<file path="src/rtl/bank_xlate_pkg.sv">
package bank_xlate_pkg;
  localparam int unsigned NUM_SLOTS  = 4;
  localparam int unsigned SLOT_W     = $clog2(NUM_SLOTS);
  localparam int unsigned BANK_REG_W = 16;
  localparam int unsigned BANK_SHIFT = 6;
  localparam int unsigned BASE_W     = BANK_REG_W + BANK_SHIFT + 1;
  localparam int unsigned SLOT_SPAN  = 32'h8000;
  localparam int unsigned APER_W     = 17;

  localparam logic [7:0] IDX_CHAIN   = 8'h04;
  localparam logic [7:0] IDX_PRIM_HI = 8'h18;
  localparam logic [7:0] IDX_PRIM_LO = 8'h19;
  localparam logic [7:0] IDX_SEC_HI  = 8'h1C;
  localparam logic [7:0] IDX_SEC_LO  = 8'h1D;
  localparam logic [7:0] IDX_BANKCTL = 8'h1E;
  localparam logic [7:0] IDX_APERCTL = 8'h20;
  localparam logic [7:0] IDX_FBCTL   = 8'h21;

  localparam logic [2:0] MAP_SPLIT      = 3'd0;
  localparam logic [2:0] MAP_HALVES     = 3'd2;
  localparam logic [2:0] MAP_SECONDARY  = 3'd3;
  localparam logic [2:0] MAP_INTERLEAVE = 3'd6;

  typedef logic [BASE_W-1:0] base_t;

  typedef struct packed {
    logic [BANK_REG_W-1:0] prim;
    logic [BANK_REG_W-1:0] sec;
    logic                  ext_en;
    logic                  dual_en;
    logic [2:0]            mode;
    logic                  wide_off;
    logic                  packed_c4;
    logic                  chain4;
    logic                  fb_only;
  } bank_cfg_t;
endpackage

</file>
<file path="src/rtl/bank_cfg_regs.sv">
module bank_cfg_regs
  import bank_xlate_pkg::*;
(
  input  logic       clk_i,
  input  logic       rst_ni,
  input  logic       reg_we_i,
  input  logic [7:0] reg_idx_i,
  input  logic [7:0] reg_wdata_i,
  output bank_cfg_t  cfg_o,
  output logic       mode_err_o
);
  logic [7:0] chain_q, prim_hi_q, prim_lo_q, sec_hi_q, sec_lo_q;
  logic [7:0] bankctl_q, aperctl_q, fbctl_q;
  logic       err_q, unsupported;

  always_ff @(posedge clk_i or negedge rst_ni) begin
    if (!rst_ni) begin
      chain_q   <= '0;
      prim_hi_q <= '0;
      prim_lo_q <= '0;
      sec_hi_q  <= '0;
      sec_lo_q  <= '0;
      bankctl_q <= '0;
      aperctl_q <= '0;
      fbctl_q   <= '0;
    end else if (reg_we_i) begin
      case (reg_idx_i)
        IDX_CHAIN:   chain_q   <= reg_wdata_i;
        IDX_PRIM_HI: prim_hi_q <= reg_wdata_i;
        IDX_PRIM_LO: prim_lo_q <= reg_wdata_i;
        IDX_SEC_HI:  sec_hi_q  <= reg_wdata_i;
        IDX_SEC_LO:  sec_lo_q  <= reg_wdata_i;
        IDX_BANKCTL: bankctl_q <= reg_wdata_i;
        IDX_APERCTL: aperctl_q <= reg_wdata_i;
        IDX_FBCTL:   fbctl_q   <= reg_wdata_i;
        default: ;
      endcase
    end
  end

  always_comb begin
    cfg_o.prim      = {prim_hi_q, prim_lo_q};
    cfg_o.sec       = {sec_hi_q, sec_lo_q};
    cfg_o.ext_en    = bankctl_q[4];
    cfg_o.dual_en   = bankctl_q[2];
    cfg_o.mode      = bankctl_q[7:5];
    cfg_o.wide_off  = aperctl_q[0];
    cfg_o.packed_c4 = aperctl_q[1];
    cfg_o.chain4    = chain_q[3] | aperctl_q[1];
    cfg_o.fb_only   = fbctl_q[0];
  end

  assign unsupported = cfg_o.ext_en && cfg_o.dual_en &&
    !(cfg_o.mode inside {MAP_SPLIT, MAP_HALVES, MAP_SECONDARY, MAP_INTERLEAVE});

  always_ff @(posedge clk_i or negedge rst_ni) begin
    if (!rst_ni) err_q <= 1'b0;
    else         err_q <= err_q | unsupported;
  end

  assign mode_err_o = err_q;
endmodule

</file>
<file path="src/rtl/bank_table_gen.sv">
module bank_table_gen
  import bank_xlate_pkg::*;
(
  input  bank_cfg_t                cfg_i,
  output base_t [NUM_SLOTS-1:0]    rd_tbl_o,
  output base_t [NUM_SLOTS-1:0]    wr_tbl_o
);
  base_t prim_b, sec_b;
  logic  split;

  assign prim_b = base_t'({cfg_i.prim, {BANK_SHIFT{1'b0}}});
  assign sec_b  = base_t'({cfg_i.sec, {BANK_SHIFT{1'b0}}});
  assign split  = cfg_i.ext_en && cfg_i.dual_en && (cfg_i.mode == MAP_SPLIT);

  for (genvar s = 0; s < NUM_SLOTS; s++) begin : g_slot
    localparam base_t CONS_OFS = base_t'(s * SLOT_SPAN);
    localparam base_t LOW_OFS  = base_t'((s % 2) * SLOT_SPAN);
    localparam base_t PAIR_OFS = base_t'((s / 2) * SLOT_SPAN);
    localparam bit    ODD      = (s % 2) == 1;
    localparam bit    LOWER    = s < 2;
    base_t rd_b;

    always_comb begin
      rd_b = prim_b + CONS_OFS;
      if (!cfg_i.ext_en) begin
        rd_b = CONS_OFS;
      end else if (cfg_i.dual_en) begin
        case (cfg_i.mode)
          MAP_SPLIT, MAP_SECONDARY: rd_b = sec_b + CONS_OFS;
          MAP_HALVES:     rd_b = (LOWER ? prim_b : sec_b) + LOW_OFS;
          MAP_INTERLEAVE: rd_b = (ODD ? sec_b : prim_b) + PAIR_OFS;
          default:        rd_b = prim_b + CONS_OFS;
        endcase
      end
    end

    assign rd_tbl_o[s] = rd_b;
    assign wr_tbl_o[s] = split ? (prim_b + CONS_OFS) : rd_b;
  end
endmodule

</file>
<file path="src/rtl/bank_addr_xlate.sv">
module bank_addr_xlate
  import bank_xlate_pkg::*;
#(
  parameter int unsigned ADDR_W     = 22,
  parameter int unsigned VRAM_BYTES = 32'h0020_0000
) (
  input  logic [APER_W-1:0]     acc_addr_i,
  input  logic                  acc_write_i,
  input  base_t [NUM_SLOTS-1:0] rd_tbl_i,
  input  base_t [NUM_SLOTS-1:0] wr_tbl_i,
  input  logic                  wide_off_i,
  input  logic                  fb_only_i,
  output logic [ADDR_W-1:0]     mem_addr_o,
  output logic                  reject_o,
  output base_t                 planar_base_o
);
  localparam int unsigned SUM_W = BASE_W + 1;
  localparam logic [ADDR_W:0] VRAM_LIM = (ADDR_W + 1)'(VRAM_BYTES);

  logic [SLOT_W-1:0] slot;
  base_t             base;
  logic [SUM_W-1:0]  offset, sum;
  logic [ADDR_W-1:0] xlat;

  assign slot   = acc_addr_i[APER_W-1 -: SLOT_W];
  assign base   = acc_write_i ? wr_tbl_i[slot] : rd_tbl_i[slot];
  assign offset = wide_off_i ? SUM_W'(acc_addr_i) : SUM_W'(acc_addr_i[APER_W-2:0]);
  assign sum    = SUM_W'(base) + offset;
  assign xlat   = sum[ADDR_W-1:0];

  assign mem_addr_o    = fb_only_i ? xlat : '0;
  assign reject_o      = fb_only_i && ({1'b0, xlat} >= VRAM_LIM);
  assign planar_base_o = fb_only_i ? '0 : base;
endmodule

</file>
<file path="src/rtl/bank_xlate_top.sv">
module bank_xlate_top
  import bank_xlate_pkg::*;
#(
  parameter int unsigned ADDR_W     = 22,
  parameter int unsigned VRAM_BYTES = 32'h0020_0000
) (
  input  logic              clk_i,
  input  logic              rst_ni,
  input  logic              reg_we_i,
  input  logic [7:0]        reg_idx_i,
  input  logic [7:0]        reg_wdata_i,
  input  logic [16:0]       acc_addr_i,
  input  logic              acc_write_i,
  output logic [ADDR_W-1:0] mem_addr_o,
  output logic              reject_o,
  output logic [22:0]       planar_base_o,
  output logic              fb_only_o,
  output logic              chain4_o,
  output logic              packed_chain4_o,
  output logic              mode_err_o
);
  bank_cfg_t             cfg;
  base_t [NUM_SLOTS-1:0] rd_tbl, wr_tbl;

  bank_cfg_regs u_regs (
    .clk_i       (clk_i),
    .rst_ni      (rst_ni),
    .reg_we_i    (reg_we_i),
    .reg_idx_i   (reg_idx_i),
    .reg_wdata_i (reg_wdata_i),
    .cfg_o       (cfg),
    .mode_err_o  (mode_err_o)
  );

  bank_table_gen u_tables (
    .cfg_i    (cfg),
    .rd_tbl_o (rd_tbl),
    .wr_tbl_o (wr_tbl)
  );

  bank_addr_xlate #(
    .ADDR_W     (ADDR_W),
    .VRAM_BYTES (VRAM_BYTES)
  ) u_xlate (
    .acc_addr_i    (acc_addr_i),
    .acc_write_i   (acc_write_i),
    .rd_tbl_i      (rd_tbl),
    .wr_tbl_i      (wr_tbl),
    .wide_off_i    (cfg.wide_off),
    .fb_only_i     (cfg.fb_only),
    .mem_addr_o    (mem_addr_o),
    .reject_o      (reject_o),
    .planar_base_o (planar_base_o)
  );

  assign fb_only_o       = cfg.fb_only;
  assign chain4_o        = cfg.chain4;
  assign packed_chain4_o = cfg.packed_c4;
endmodule

</file>
<file path="config.mk">
export PLATFORM = sky130hd
export DESIGN_NAME = bank_xlate_top
export DESIGN_NICKNAME = d
export VERILOG_FILES = /design/src/rtl/bank_xlate_pkg.sv /design/src/rtl/bank_cfg_regs.sv /design/src/rtl/bank_table_gen.sv /design/src/rtl/bank_addr_xlate.sv /design/src/rtl/bank_xlate_top.sv
export SDC_FILE = /design/constraint.sdc
export NUM_CORES = 1
export LEC_CHECK = 0
export BUFFER_PORTS_ARGS = -buffer_cell sky130_fd_sc_hd__buf_4
export CORE_MARGIN = 8
export CORE_UTILIZATION = 50
export CTS_CLUSTER_DIAMETER = 50
export CTS_CLUSTER_SIZE = 8
export DETAILED_ROUTE_END_ITERATION = 16
export HOLD_SLACK_MARGIN = 0.05
export PLACE_DENSITY = 0.78
export SLEW_MARGIN = 10
export SYNTH_ARGS = -nofsm -noshare
export SYNTH_HDL_FRONTEND = slang
export SYNTH_SLANG_ARGS = --single-unit
export TNS_END_PERCENT = 1
</file>
<file path="constraint.sdc">
create_clock -name clk_i -period 18.1 [get_ports clk_i]
set_input_delay 3.62 -clock clk_i [delete_from_list [all_inputs] [get_ports clk_i]]
set_output_delay 3.62 -clock clk_i [all_outputs]
set_load 0.01 [all_outputs]
</file>
==> summary.md <==
| Metric | Value |
|---|---|
| Worst min-delay path class | reg -> reg |
| Setup TNS Final | 0 ns |
| Die area | 13,400 µm² |
| Slew margin rel. | 0.409 |
| Setup bufs post-CTS | 0 |
| Synthesis-stage register bit count | 42 |
| Num ports | 87 |
| P&R area growth vs syn | 14.1% |
| H-tree Lvls | 2 |
| Critical path capture point type | primary output |
| Fin cells | 808 |
| CTS tree | yes |
| Initial antenna violation count | 0 |
| FP Rows | 36 |
| HP Start | u_regs.mode_err_o |
| Worst path cell trace | buf_4, nand3_1, o21a_1, o21ai_0, nand2_1, nor2_1, a22o_1, a22oi_1, inv_1, ha_1, a21o_1, a21o_1, a2111oi_0, nor3_1, a41o_1, o41ai_1, nand4b_2, mux2_1, buf_4 |
| Most used DFF post-synth | dfrtp_1 |
| First drt pass iteration count | 6 |
| Routed vias | 5,348 |
| Worst Setup Slack, final | 6.13 ns |
| Overflow after GRT | 0 |
| Hold slack | 0.491 ns |
| Layout Nets | 731 |
| Post-Place Setup Slack | 6.21 ns |
| Area contributors post-synth | dfrtp_1, mux2_2, ha_1, nand2_1, o21ai_0 |
| CP max-delay cell | o41ai_1 |
| Largest net degree at the start of global routing | 43 |
| Synthesized cell area | 4980 µm² |
| Post-synth top cells | nand2_1, mux2_2, dfrtp_1 |
| FF/Latch Area | 1050 µm² |
| Dpl cells | 800 |
| Vias in the first global route | 5,151 |
| Clock root cell | clkbuf_8 |
| R2r setup slk | 16.41 ns |
| Post-DP HPWL | 13,100 µm |
| Arrival time worst endpoint | 8.35 ns |
| Status | finished, final reports clean |
| Fin util | 0.584 |
| Yosys warning count | 0 |
| Syn avg cell area | 8.01 µm² |
| Placeable Area | ~9700 µm² |
| Max incr delay on CP | 0.57 ns |
| Final-report setup violation count | 0 |
| WP data required | around 14 ns |
| Design Power | roughly 0.25 mW |
| Vias/cell | 6.62 |
| Gr usage total | 0.255 |
| Die X | 116 µm |
| Crit path buf inv count | 3 |
| Final Routed Wirelength | 17,300 µm |
| Worst vdd ir | 0.0794 mV |
| Yosys top cell area share | 0.211 |
| Post-route ant nets | 0 |
| Worst-Margin Slew | about 0.89 ns |
| # hold bufs at CTS | 0 |
| Number of synthesized flops with an enable pin | 0 |
| Power Dens Cells | 44.2 nW/µm² |
| Yosys top cell by area | dfrtp_1 |
| First DRT Iteration DRCs | 716 |
| Average wire per standard cell | ~21 µm |
| Crit-path leading delay family | compound AO/OA/AOI/OAI gates |
| Clk_lat worst skew | between 0.2 and 0.3 ns |
| Final Cycle Share | 0.662 |
| Placer Congestion | 0.963 |
| Starting Density | 0.512 |
| Multi-input gate area | 3630 µm² |
| First-pass GRT wire length | ~27,000 µm |
| Setup repair after global routing missed its margin | no |
| WHS Endpoint | u_regs.mode_err_o |
| Fmax | 0.0835 GHz |
| Share of post-route cells with drive strength above 1 | 0.225 |
| Cts bufs inserted | 5 |
| Die height | 116 µm |
| FF-to-FF path depth | 2 |
| Filler cell count | 915 |
| Final hold violations | 0 |
| Crit path time final | around 12 ns |
| Input/output buffers | 80 |
| # resized after CTS | 0 |
| Reg-to-reg startpoint | u_regs.bankctl_q[5] |
| Placed instance area | approximately 5600 µm² |
| Max cap viols | 0 |
| Leakage power | around 2.5 nW |
| Most frequent cell after synthesis | nand2_1 |
| Fin area | roughly 5700 µm² |
| Setup Crit Path Kind | in -> out |
| Share of the yosys chip area belonging to registers | 0.211 |
| Async S/R FF share, synth | 1.00 |
| Slew Limit Fails | 0 |
| Synthesized instance count | 622 |
| Worst Clk Skew | 0.00382 ns |
| RR Endpoint | u_regs.mode_err_o |
| Sink Count | 42 |
| Critical path startpoint category | input port |
| # diodes | 0 |
| Distinct cell type count after synthesis | 82 |
| Residual DRC count | 0 |
| Worst hold stages | 1 |
| CTS Buffer Depth | 2 |
| Clock transition at the registers of the reported paths | 0.07 ns |
| Crit-path max FO | 31 |
## where the power goes
part	leakage [nW]	total, mW	switching, mW	internal, mW
registers	0.579	0.108	0.00986	0.0980
clock network	0.0524	0.0710	0.0298	0.0412
logic	1.91	0.0722	0.0425	0.0297
## worst max path at each step
stage | to | slack, ns | start | depth (start not counted)
floorplan | mem_addr_o[21] | 6.76 | acc_addr_i[15] | 19
global placement | reject_o | 6.42 | acc_addr_i[15] | 19
detailed placement | reject_o | 6.21 | acc_addr_i[15] | 19
CTS | mem_addr_o[21] | 6.16 | acc_addr_i[15] | 19
global route | reject_o | 5.72 | acc_addr_i[15] | 19
finish | mem_addr_o[21] | 6.13 | acc_addr_i[15] | 19
## placed cells by master (no fill, tap or decap), drive strengths merged, types with 9 or more instances in the layout
| cell type | instances |
|---|---|
| a21o | 10 |
| a21oi | 28 |
| a22oi | 15 |
| a31oi | 12 |
| and2 | 25 |
| buf | 85 |
| dfrtp | 42 |
| ha | 19 |
| inv | 22 |
| mux2 | 45 |
| nand2 | 59 |
| nand3 | 17 |
| nand4 | 11 |
| nor2 | 41 |
| nor2b | 9 |
| nor3 | 16 |
| o21ai | 37 |
| xnor2 | 15 |
| xor2 | 10 |
## area by class of cell
type                    instances  area share
multi-input cells             516       0.639
flip-flops and latches         42       0.185
repair buffers                 85       0.112
well taps                     133      0.0293
inverters                      24      0.0158
clock buffers                   7      0.0134
clock inverters                 1     0.00528
## kinds of logic after synthesis
logic type	Yosys count	synth area share
other	1	0.000753
adder cells (fa/ha/maj)	20	0.0518
AO/OA/AOI/OAI	189	0.274
multiplexers	50	0.112
flip-flops	42	0.211
XOR/XNOR	25	0.0455
AND/OR/NAND/NOR	226	0.242
buffers and inverters	69	0.0633
## metal layers
layer | global-route usage | share of wire | up-vias
met3 | 0.0287 | 0.083 | 52
met2 | 0.419 | 0.48 | 303
met5 | 0 | 0 | -
met4 | 0.0951 | 0.032 | 0
li1 | - | - | 2437
met1 | 0.337 | 0.41 | 2556
## registers in the layout, indices dropped and copies added, names as in the netlist
register	count
u_regs.sec_hi_q	8
u_regs.prim_lo_q	8
u_regs.fbctl_q	1
u_regs.sec_lo_q	8
u_regs.aperctl_q	2
u_regs.mode_err_o	1
u_regs.bankctl_q	5
u_regs.chain_q	1
u_regs.prim_hi_q	8
Power figures use the tool's default switching activity.
